[config.mk]
export PLATFORM = sky130hd
export DESIGN_NAME = sram_ctl
export DESIGN_NICKNAME = d
export VERILOG_FILES = /design/src/rtl/sram_ctl_pkg.sv /design/src/rtl/sram_ctl_rstsync.sv /design/src/rtl/sram_ctl_cnt.sv /design/src/rtl/sram_ctl_fsm.sv /design/src/rtl/sram_ctl_dp.sv /design/src/rtl/sram_ctl.sv
export SDC_FILE = /design/constraint.sdc
export NUM_CORES = 1
export LEC_CHECK = 0
export ABC_AREA = 1
export BUFFER_PORTS_ARGS = -buffer_cell sky130_fd_sc_hd__buf_2
export CAP_MARGIN = 20
export CORE_UTILIZATION = 50
export CTS_CLUSTER_DIAMETER = 200
export DETAILED_ROUTE_END_ITERATION = 10
export PLACE_DENSITY = 0.82
export SLEW_MARGIN = 20
export SYNTH_ARGS = -nofsm -noshare
export SYNTH_HDL_FRONTEND = slang
export SYNTH_SLANG_ARGS = --single-unit
[constraint.sdc]
create_clock -name clk -period 2.9 [get_ports clk]
set_clock_uncertainty 0.05 [all_clocks]
set_input_delay 0.145 -clock clk [delete_from_list [all_inputs] [get_ports clk]]
set_output_delay 0.145 -clock clk [all_outputs]
set_load 0.005 [all_outputs]
[src/rtl/sram_ctl_pkg.sv]
package sram_ctl_pkg;

  typedef enum logic [2:0] {
    ST_INIT = 3'd0,
    ST_IDLE = 3'd1,
    ST_RD   = 3'd2,
    ST_WSET = 3'd3,
    ST_WPUL = 3'd4,
    ST_WHLD = 3'd5,
    ST_TURN = 3'd6
  } ctl_st_e;

  // Round a time up to whole clock cycles, never fewer than one.
  function automatic int ns_to_cyc(input int ns, input int clk_ns);
    int c;
    c = (ns + clk_ns - 1) / clk_ns;
    return (c < 1) ? 1 : c;
  endfunction

  function automatic int imax(input int a, input int b);
    return (a > b) ? a : b;
  endfunction

endpackage

[src/rtl/sram_ctl_rstsync.sv]
module sram_ctl_rstsync (
  input  logic clk,
  input  logic arst_n,
  output logic srst_n
);
  logic ff1, ff2;

  always_ff @(posedge clk or negedge arst_n) begin
    if (!arst_n) begin
      ff1 <= 1'b0;
      ff2 <= 1'b0;
    end else begin
      ff1 <= 1'b1;
      ff2 <= ff1;
    end
  end

  assign srst_n = ff2;
endmodule

[src/rtl/sram_ctl_cnt.sv]
module sram_ctl_cnt #(
  parameter int            W       = 8,
  parameter logic [W-1:0]  RST_VAL = '0
) (
  input  logic         clk,
  input  logic         rst_n,
  input  logic         ld,
  input  logic [W-1:0] ld_val,
  output logic         zero
);
  logic [W-1:0] cnt_q, cnt_d;
  logic         cnt_en;

  assign zero   = (cnt_q == '0);
  assign cnt_en = ld | ~zero;

  always_comb begin
    cnt_d = cnt_q;
    if (ld)         cnt_d = ld_val;
    else if (!zero) cnt_d = cnt_q - 1'b1;
  end

  always_ff @(posedge clk or negedge rst_n) begin
    if (!rst_n)      cnt_q <= RST_VAL;
    else if (cnt_en) cnt_q <= cnt_d;
  end
endmodule

[src/rtl/sram_ctl_fsm.sv]
module sram_ctl_fsm
  import sram_ctl_pkg::*;
#(
  parameter int LANES  = 2,
  parameter int CW     = 16,
  parameter int RD_CYC = 12,
  parameter int WS_CYC = 1,
  parameter int WP_CYC = 9,
  parameter int WH_CYC = 2,
  parameter int TA_CYC = 5
) (
  input  logic             clk,
  input  logic             rst_n,
  input  logic             req_valid,
  input  logic             req_write,
  input  logic [LANES-1:0] req_be,
  input  logic             cnt_zero,
  output logic             cnt_ld,
  output logic [CW-1:0]    cnt_val,
  output logic             accept,
  output logic             zero_rd,
  output logic             capture,
  output logic             ready,
  output logic             sel_q,
  output logic             oe_q,
  output logic             we_q,
  output logic             drv_q
);
  localparam logic [CW-1:0] RD_LD = CW'(RD_CYC - 1);
  localparam logic [CW-1:0] WS_LD = CW'(WS_CYC - 1);
  localparam logic [CW-1:0] WP_LD = CW'(WP_CYC - 1);
  localparam logic [CW-1:0] WH_LD = CW'(WH_CYC - 1);
  localparam logic [CW-1:0] TA_LD = CW'(TA_CYC - 1);

  ctl_st_e st_q, st_d;
  logic    sel_d, oe_d, we_d, drv_d;
  logic    mask_zero;

  assign mask_zero = (req_be == '0);
  assign ready     = (st_q == ST_IDLE);
  assign accept    = ready & req_valid;
  assign zero_rd   = accept & ~req_write & mask_zero;
  assign capture   = (st_q == ST_RD) & cnt_zero;

  always_comb begin
    st_d    = st_q;
    cnt_ld  = 1'b0;
    cnt_val = '0;
    unique case (st_q)
      ST_INIT: if (cnt_zero) st_d = ST_IDLE;
      ST_IDLE: begin
        if (req_valid && !mask_zero) begin
          cnt_ld = 1'b1;
          if (req_write) begin
            st_d    = ST_WSET;
            cnt_val = WS_LD;
          end else begin
            st_d    = ST_RD;
            cnt_val = RD_LD;
          end
        end
      end
      ST_RD: if (cnt_zero) begin
        st_d = ST_TURN; cnt_ld = 1'b1; cnt_val = TA_LD;
      end
      ST_WSET: if (cnt_zero) begin
        st_d = ST_WPUL; cnt_ld = 1'b1; cnt_val = WP_LD;
      end
      ST_WPUL: if (cnt_zero) begin
        st_d = ST_WHLD; cnt_ld = 1'b1; cnt_val = WH_LD;
      end
      ST_WHLD: if (cnt_zero) st_d = ST_IDLE;
      ST_TURN: if (cnt_zero) st_d = ST_IDLE;
      default: st_d = ST_IDLE;
    endcase
  end

  // Strobes are decoded from the next state and registered with it.
  always_comb begin
    sel_d = (st_d == ST_RD) | (st_d == ST_WSET) | (st_d == ST_WPUL) | (st_d == ST_WHLD);
    oe_d  = (st_d == ST_RD);
    we_d  = (st_d == ST_WPUL);
    drv_d = (st_d == ST_WSET) | (st_d == ST_WPUL) | (st_d == ST_WHLD);
  end

  always_ff @(posedge clk or negedge rst_n) begin
    if (!rst_n) begin
      st_q  <= ST_INIT;
      sel_q <= 1'b0;
      oe_q  <= 1'b0;
      we_q  <= 1'b0;
      drv_q <= 1'b0;
    end else begin
      st_q  <= st_d;
      sel_q <= sel_d;
      oe_q  <= oe_d;
      we_q  <= we_d;
      drv_q <= drv_d;
    end
  end
endmodule

[src/rtl/sram_ctl_dp.sv]
module sram_ctl_dp #(
  parameter int ADDR_W = 19,
  parameter int DATA_W = 16,
  parameter int LANES  = DATA_W / 8
) (
  input  logic              clk,
  input  logic              rst_n,
  input  logic              accept,
  input  logic              zero_rd,
  input  logic              capture,
  input  logic [ADDR_W-1:0] req_addr,
  input  logic [DATA_W-1:0] req_wdata,
  input  logic [LANES-1:0]  req_be,
  input  logic [DATA_W-1:0] mem_dq_i,
  output logic [ADDR_W-1:0] addr_q,
  output logic [DATA_W-1:0] wdata_q,
  output logic [LANES-1:0]  be_q,
  output logic [DATA_W-1:0] rdata_q,
  output logic              rsp_q
);
  logic [DATA_W-1:0] lane_mask;
  logic              rd_en;

  for (genvar g = 0; g < LANES; g++) begin : g_lane
    assign lane_mask[g*8 +: 8] = {8{be_q[g]}};
  end

  assign rd_en = capture | zero_rd;

  always_ff @(posedge clk or negedge rst_n) begin
    if (!rst_n) begin
      addr_q  <= '0;
      wdata_q <= '0;
      be_q    <= '0;
    end else if (accept) begin
      addr_q  <= req_addr;
      wdata_q <= req_wdata;
      be_q    <= req_be;
    end
  end

  always_ff @(posedge clk or negedge rst_n) begin
    if (!rst_n) begin
      rdata_q <= '0;
      rsp_q   <= 1'b0;
    end else begin
      rsp_q <= rd_en;
      if (rd_en) rdata_q <= capture ? (mem_dq_i & lane_mask) : '0;
    end
  end
endmodule

[src/rtl/sram_ctl.sv]
module sram_ctl
  import sram_ctl_pkg::*;
#(
  parameter int ADDR_W     = 19,
  parameter int DATA_W     = 16,
  parameter int CLK_NS     = 4,
  parameter int T_RC_NS    = 45,
  parameter int T_AA_NS    = 45,
  parameter int T_DOE_NS   = 22,
  parameter int T_WC_NS    = 45,
  parameter int T_PWE_NS   = 35,
  parameter int T_SD_NS    = 25,
  parameter int T_AW_NS    = 35,
  parameter int T_HZ_NS    = 18,
  parameter int T_REC_NS   = 45,
  parameter int T_PWRUP_NS = 200000
) (
  input  logic                  clk,
  input  logic                  rst_n,
  input  logic                  req_valid,
  input  logic                  req_write,
  input  logic [ADDR_W-1:0]     req_addr,
  input  logic [DATA_W-1:0]     req_wdata,
  input  logic [DATA_W/8-1:0]   req_be,
  output logic                  req_ready,
  output logic                  rsp_valid,
  output logic [DATA_W-1:0]     rsp_rdata,
  output logic                  mem_cs_n,
  output logic                  mem_cs,
  output logic                  mem_we_n,
  output logic                  mem_oe_n,
  output logic [DATA_W/8-1:0]   mem_lane_n,
  output logic [ADDR_W-1:0]     mem_addr,
  output logic [DATA_W-1:0]     mem_dq_o,
  output logic                  mem_dq_oe,
  input  logic [DATA_W-1:0]     mem_dq_i
);
  localparam int LANES    = DATA_W / 8;
  localparam int RD_CYC   = imax(imax(ns_to_cyc(T_RC_NS, CLK_NS), ns_to_cyc(T_AA_NS, CLK_NS)),
                                 ns_to_cyc(T_DOE_NS, CLK_NS));
  localparam int WS_CYC   = 1;
  localparam int WP_CYC   = imax(imax(ns_to_cyc(T_PWE_NS, CLK_NS), ns_to_cyc(T_SD_NS, CLK_NS)),
                                 ns_to_cyc(T_AW_NS, CLK_NS) - WS_CYC);
  localparam int WH_CYC   = imax(1, ns_to_cyc(T_WC_NS, CLK_NS) - WS_CYC - WP_CYC);
  localparam int TA_CYC   = ns_to_cyc(T_HZ_NS, CLK_NS);
  localparam int INIT_CYC = ns_to_cyc(T_PWRUP_NS, CLK_NS) + ns_to_cyc(T_REC_NS, CLK_NS);
  localparam int CNT_MAX  = imax(imax(INIT_CYC, RD_CYC), imax(WP_CYC, imax(WH_CYC, TA_CYC)));
  localparam int CW       = $clog2(CNT_MAX + 1);
  localparam logic [CW-1:0] INIT_LD = CW'(INIT_CYC - 1);

  logic            srst_n;
  logic            cnt_ld, cnt_zero;
  logic [CW-1:0]   cnt_val;
  logic            accept, zero_rd, capture;
  logic            sel_q, oe_q, we_q, drv_q;
  logic [LANES-1:0] be_q;

  sram_ctl_rstsync u_rst (
    .clk    (clk),
    .arst_n (rst_n),
    .srst_n (srst_n)
  );

  sram_ctl_cnt #(.W(CW), .RST_VAL(INIT_LD)) u_cnt (
    .clk    (clk),
    .rst_n  (srst_n),
    .ld     (cnt_ld),
    .ld_val (cnt_val),
    .zero   (cnt_zero)
  );

  sram_ctl_fsm #(
    .LANES (LANES), .CW (CW), .RD_CYC (RD_CYC), .WS_CYC (WS_CYC),
    .WP_CYC (WP_CYC), .WH_CYC (WH_CYC), .TA_CYC (TA_CYC)
  ) u_fsm (
    .clk       (clk),
    .rst_n     (srst_n),
    .req_valid (req_valid),
    .req_write (req_write),
    .req_be    (req_be),
    .cnt_zero  (cnt_zero),
    .cnt_ld    (cnt_ld),
    .cnt_val   (cnt_val),
    .accept    (accept),
    .zero_rd   (zero_rd),
    .capture   (capture),
    .ready     (req_ready),
    .sel_q     (sel_q),
    .oe_q      (oe_q),
    .we_q      (we_q),
    .drv_q     (drv_q)
  );

  sram_ctl_dp #(.ADDR_W(ADDR_W), .DATA_W(DATA_W), .LANES(LANES)) u_dp (
    .clk       (clk),
    .rst_n     (srst_n),
    .accept    (accept),
    .zero_rd   (zero_rd),
    .capture   (capture),
    .req_addr  (req_addr),
    .req_wdata (req_wdata),
    .req_be    (req_be),
    .mem_dq_i  (mem_dq_i),
    .addr_q    (mem_addr),
    .wdata_q   (mem_dq_o),
    .be_q      (be_q),
    .rdata_q   (rsp_rdata),
    .rsp_q     (rsp_valid)
  );

  assign mem_cs_n   = ~sel_q;
  assign mem_cs     = sel_q;
  assign mem_oe_n   = ~oe_q;
  assign mem_we_n   = ~we_q;
  assign mem_dq_oe  = drv_q;
  assign mem_lane_n = ~(be_q & {LANES{sel_q}});
endmodule

-- Word-level counts from Yosys, hierarchy flattened
Index checks and enable logic that the tools add are counted.
- word-level logic and storage cells: 71
- register bits: 79
- input bits: 57
- output and inout bits: 60
- mux-type cells: 19
- add/subtract/negate cells: 1
- bitwise operators: 19
- reductions and logical operators: 8
- equal/unequal tests: 11
- operator list (cell ; number):
    $mux 16 ; 4
    $pmux 16 s4 ; 1
    $mux 3 ; 6
    $and 16x16->16 ; 1
    $logic_not 16->1 ; 1
    $sub 16x1->16 const B ; 1
    $eq 3x3->1 const B ; 5
    $pmux 3 s5 ; 1
    $eq 3x2->1 const B ; 4
    $mux 4 ; 2
    $or 1x1->1 ; 7
    $reduce_or 3->1 ; 2
    $not 1->1 ; 5
    $and 1x1->1 ; 4
    $mux 1 ; 4
    $eq 3x1->1 const B ; 1
    $logic_not 3->1 ; 1
    $and 2x2->2 ; 1
    $logic_not 2->1 ; 1
    $ne 2x1->1 const B ; 1
    $not 2->2 ; 1
    $pmux 1 s2 ; 1
    $reduce_and 2->1 ; 1
    $logic_and 1x1->1 ; 1
    $logic_not 1->1 ; 1

-- Depth between registers and ports, before layout
- depth after elaboration: 9
- gate-level depth with buffers: 12
- depth with buffers taken out: 11

-- Cells and area by module
A second synthesis with hierarchy kept.
- cell total of the unflattened synthesis: 475
- area total of the unflattened synthesis: 3905.0 µm²
- by module, submodules not included (module ; times used ; area each (µm²) ; seq. area each (µm²) ; cells an instance):
    sram_ctl_dp ; 1 ; 2134.5 ; 1351.3 ; 228
    sram_ctl_cnt ; 1 ; 1153.6 ; 411.6 ; 169
    sram_ctl_fsm ; 1 ; 544.3 ; 175.2 ; 70
    sram_ctl_rstsync ; 1 ; 53.8 ; 50.0 ; 3
    sram_ctl ; 1 ; 18.8 ; 0.0 ; 5

-- Least setup slack after synthesis
Ideal clock, no wire load.
- path type: register to register
- start: reg u_cnt.cnt_q[0]
- end: reg u_cnt.cnt_q[1]
- library setup time: 0.060 ns
- path slack: 1.106 ns
- cell stages (with the launch flop): 13
- arrival time: 1.684 ns
- cell sequence: dfstp_2 -> inv_1 -> ha_1 -> nand2_2 -> nor2_4 -> nand2_4 -> inv_2 -> buf_6 -> nand2_4 -> nand2_8 -> nor2_4 -> nand2_1 -> nand2_1
- word-level cells in the longest chain between the ends: 5
- RTL lines (what ; RTL line ; source):
    start: declaration ; sram_ctl_cnt.sv:11 ; logic [W-1:0] cnt_q, cnt_d;
    start signal: assignment ; sram_ctl_cnt.sv:25 ; else if (cnt_en) cnt_q <= cnt_d;
    parallel branches: the longest is 5 deep, another holds $sub 16x1->16 ; - ;
Parallel ways; which one is timed is not known. The select of a mux whose other input is x is not followed.
A chain may end at the register's enable or synchronous reset.

-- Final worst setup path
- start: reg u_cnt.cnt_q[0]
- end: reg u_dp.rdata_q[15]
- word-level cells in the longest chain between the ends: 3
- RTL lines (what ; RTL line ; source):
    $logic_not 16->1 * ; sram_ctl_cnt.sv:14 ; assign zero = (cnt_q == '0);
    $and 1x1->1 * ; sram_ctl_fsm.sv:43 ; assign capture = (st_q == ST_RD) & cnt_zero;
    $mux 16 or $or 1x1->1 (tied branches) ; sram_ctl_dp.sv:48, sram_ctl_dp.sv:28 ;
    end signal: assignment ; sram_ctl_dp.sv:48 ; if (rd_en) rdata_q <= capture ? (mem_dq_i & lane_mask) : '0;
    end: declaration ; sram_ctl_dp.sv:18 ; output logic [DATA_W-1:0] rdata_q,
Mark *: on every way between the ends. The rest lies on a longest branch, timed or not.

==> flow_summary_export.csv <==
group,metric,value,unit
outcome,outcome,"completed",
yosys,synth_enable_flop_cells,0,
yosys,syn_inst,349,
floorplanning,die_w,86.5,um
cts,clockRootBuffer,"sky130_fd_sc_hd__clkbuf_8",
critical_path,crit_end,"u_dp.rdata_q[15]",
routing,routed_wire_length_per_instance,15.5,um
sta,timing.setup.tns,0,ps
global_route,grt_pass1_vias,3299,
sta,final_setup_margin,525,ps
cts,worstSkewPairLatency,370,ps
global_route,grt_antenna_before_repair,0,
place,detailedPlace.worstSlack,674,ps
sta,fin_hold_ws,22.2,ps
power_and_ir_drop,max-vdd-ir-drop,564,uV
yosys,proportion_of_synthesized_chip_area_in_sequential_cells,0.557,
yosys,post-synth-top-area-fraction,0.491,
routing,drt_drc_violations_left,0,
sta,timing.final.max_slew_violations,0,
yosys,async_reset_ff_frac,1.00,
critical_path,crit_path_max_incr_delay,550,ps
critical_path,setup.worst_path.class,"register to register",
routing,detail_route.wirelength,9620,um
critical_path,timing.critical_path.from_type,"register",
finish,fin_util,0.725,
critical_path,rr_endpoint,"u_dp.rdata_q[15]",
critical_path,path_cells,"inv_1 -> ha_1 -> nand2_2 -> nor2_4 -> nand2_4 -> inv_2 -> nand2_2 -> nand3_1 -> o21ai_1",
cts,post-cts-setup-buffers,0,
floorplanning,core_area,6830,um^2
critical_path,endpoint_kind,"register",
floorplanning,boundaryPins,117,
cts,clk_pin_slew,80,ps
routing,num_vias,3200,
yosys,synth.cell_area,3570,um^2
global_route,grt_start_max_net_pins,38,
yosys,yosysWarnings,0,
sta,slew_headroom,0.434,
finish,final_net_count,578,
yosys,synth_top_cell_by_area,"sky130_fd_sc_hd__dfrtp_1",
routing,drt_first_iter_violations,150,
critical_path,critical_path.startpoint,"u_cnt.cnt_q[0]",
critical_path,cpMostUsedCell,"sky130_fd_sc_hd__nand2_2",
floorplanning,fp.dieArea,7480,um^2
flow_run,max-cap-violations,0,
routing,wl_met1,3570,um
sta,setup_viol_count_final,0,
critical_path,crit_path_max_fanout,34,
cts,clock_tree.buffer_depth,2,
power_and_ir_drop,power_total,4.51,mW
cts,clock-sinks,79,
critical_path,worst_path_max_delay_cell,"sky130_fd_sc_hd__dfstp_2",
sta,max_freq,421,MHz
routing,ant_nets,0,
floorplanning,rows,30,
global_route,grt_first_pass_wirelength,15300,um
yosys,netlist_top_cells_count,"70 x sky130_fd_sc_hd__dfrtp_1, 64 x sky130_fd_sc_hd__nand2_1, 33 x sky130_fd_sc_hd__nand3_1",
cts,h-tree-depth,3,
routing,topRoutingLayerUsed,"met4",
cts,tritoncts_buffers,9,
critical_path,crit_required,3120,ps
global_route,grt.total_usage,0.273,
sta,layout_min_cycle_time,2370,ps
yosys,synth_fp_nets,407,
sta,rsz0062_at_grt,"false",
yosys,ys_seq_elements,79,
routing,met2_wirelength,5130,um
yosys,synth.most_common_cell,"sky130_fd_sc_hd__dfrtp_1",
yosys,synth_ff_type,"sky130_fd_sc_hd__dfrtp_1",
critical_path,cp_data_arrival_time,2590,ps
floorplanning,die_y,86.5,um
sta,timing_hold_violations_final,0,
routing,drt_first_pass_iters,4,
power_and_ir_drop,p_leak,2.50,nW
routing,detail_route.vias_per_cell,5.15,
place,place.port_buffers,116,
yosys,synthDistinctLibCells,31,
yosys,syn-mean-instance-area,10.2,um^2
finish,areaGrowthSynthToFinish,38.7,%
sta,slew_at_the_pin_closest_to_its_max_slew_limit,845,ps
yosys,synth.top_cells.by_area,"sky130_fd_sc_hd__dfrtp_1 49%, sky130_fd_sc_hd__mux2_1 9.5%, sky130_fd_sc_hd__nand2_1 6.7%",
cts,cts_tree,"built",
cts,cts_resized,0,
worst_hold_path,holdCritStartpoint,"mem_dq_i[3]",
finish,layout-drive-gt1-share,0.318,
place,final_estimated_routing_congestion_in_global_placement,0.914,
floorplanning,initial_core_util,0.523,
sta,layout_worst_path_cycle_share,0.819,
finish,n_antenna_cell,0,
critical_path,reg2reg_slack,530,ps
place,hpwlAfterDp,5700,um
routing,met3_length,613,um
critical_path,worst_reg_to_reg_path_cell_count,9,
power_and_ir_drop,power_per_cell_area,911,nW/um^2
critical_path,worst_r2r_startpoint,"u_cnt.cnt_q[0]",
global_route,grt_overflow_total,0,
worst_hold_path,worst_hold_path_type,"input pin to register",
## metal layers
metal,vias up,GRT usage
met4,0,0.136
met2,163,0.483
met5,-,0
li1,1476,-
met1,1526,0.308
met3,35,0.0667
## cell families after synthesis
logic type | synth area share
multiplexers | 0.117
adder cells (fa/ha/maj) | 0.00350
buffers and inverters | 0.0512
other | 0.00105
AND/OR/NAND/NOR | 0.201
XOR/XNOR | 0.0245
AO/OA/AOI/OAI | 0.0456
flip-flops | 0.557
## placed cells by master (no fill, tap or decap), types with 8 or more instances in the layout
cell type and instances:
sky130_fd_sc_hd__o21ai_1 18, sky130_fd_sc_hd__dlygate4sd3_1 53, sky130_fd_sc_hd__nand3_1 33, sky130_fd_sc_hd__nor2_1 28, sky130_fd_sc_hd__dfrtp_1 69, sky130_fd_sc_hd__dfstp_2 9, sky130_fd_sc_hd__inv_1 24, sky130_fd_sc_hd__xor2_1 8
sky130_fd_sc_hd__clkbuf_8 9, sky130_fd_sc_hd__nor3_1 9, sky130_fd_sc_hd__nand2_1 64, sky130_fd_sc_hd__mux2_1 30, sky130_fd_sc_hd__buf_2 116
## registers in the layout (all words and copies together), names as in the netlist
register and cells:
u_rst.ff1 1, u_rst.srst_n 1, u_dp.addr_q 19, u_fsm.sel_q 1, u_fsm.drv_q 1, u_dp.be_q 2
u_fsm.we_q 1, u_cnt.cnt_q 16, u_dp.rdata_q 16, u_fsm.oe_q 1, u_dp.wdata_q 16, u_fsm.st_q 3
u_dp.rsp_q 1
## timing repair
item,4_1_cts,5_1_grt
setup endpoints to repair,0,0
hold endpoints to repair,54,0
hold buffers,53,0
## worst min-delay path by stage
stage                            to  slack [ps]  depth (start not counted)
floorplan                 u_rst.ff1        -200                          0
global placement          u_rst.ff1        -120                          1
detailed placement        u_rst.ff1        -120                          1
CTS                 u_dp.rdata_q[3]          10                          3
global route        u_dp.rdata_q[3]          20                          3
finish              u_dp.rdata_q[3]          20                          3
## metrics by stage
stage	cell area (um^2)	instances
2_1_floorplan	3570	349
3_3_place_gp	4210	552
3_5_place_dp	4210	552
4_1_cts	4950	621
5_1_grt	4950	621
6_report	4950	621
## layout make-up
cell class | instances | area (um^2)
fill | 463 | 1880
tap | 96 | 120
clock buffer | 11 | 131
timing repair buffer | 171 | 1130
sequential | 79 | 1990
clock inverter | 5 | 81.3
multi-input combinational | 231 | 1400
inverter | 28 | 105
## report_power, final
part	switching (mW)	total (mW)	internal, mW
sequential	0.325	1.89	1.56
clock	0.419	0.906	0.488
combinational	0.929	1.72	0.789
total	1.67	4.51	2.84
## worst max-delay path: cells and delay by family, from the launching register on
family / cells / cell delay [ps]
AND/OR/NAND/NOR: 5 / 1050
flip-flops: 1 / 550
adder cells (fa/ha/maj): 1 / 250
buffers and inverters: 2 / 200
AO/OA/AOI/OAI: 1 / 160
No activity file was read; power rests on OpenSTA's default activity.
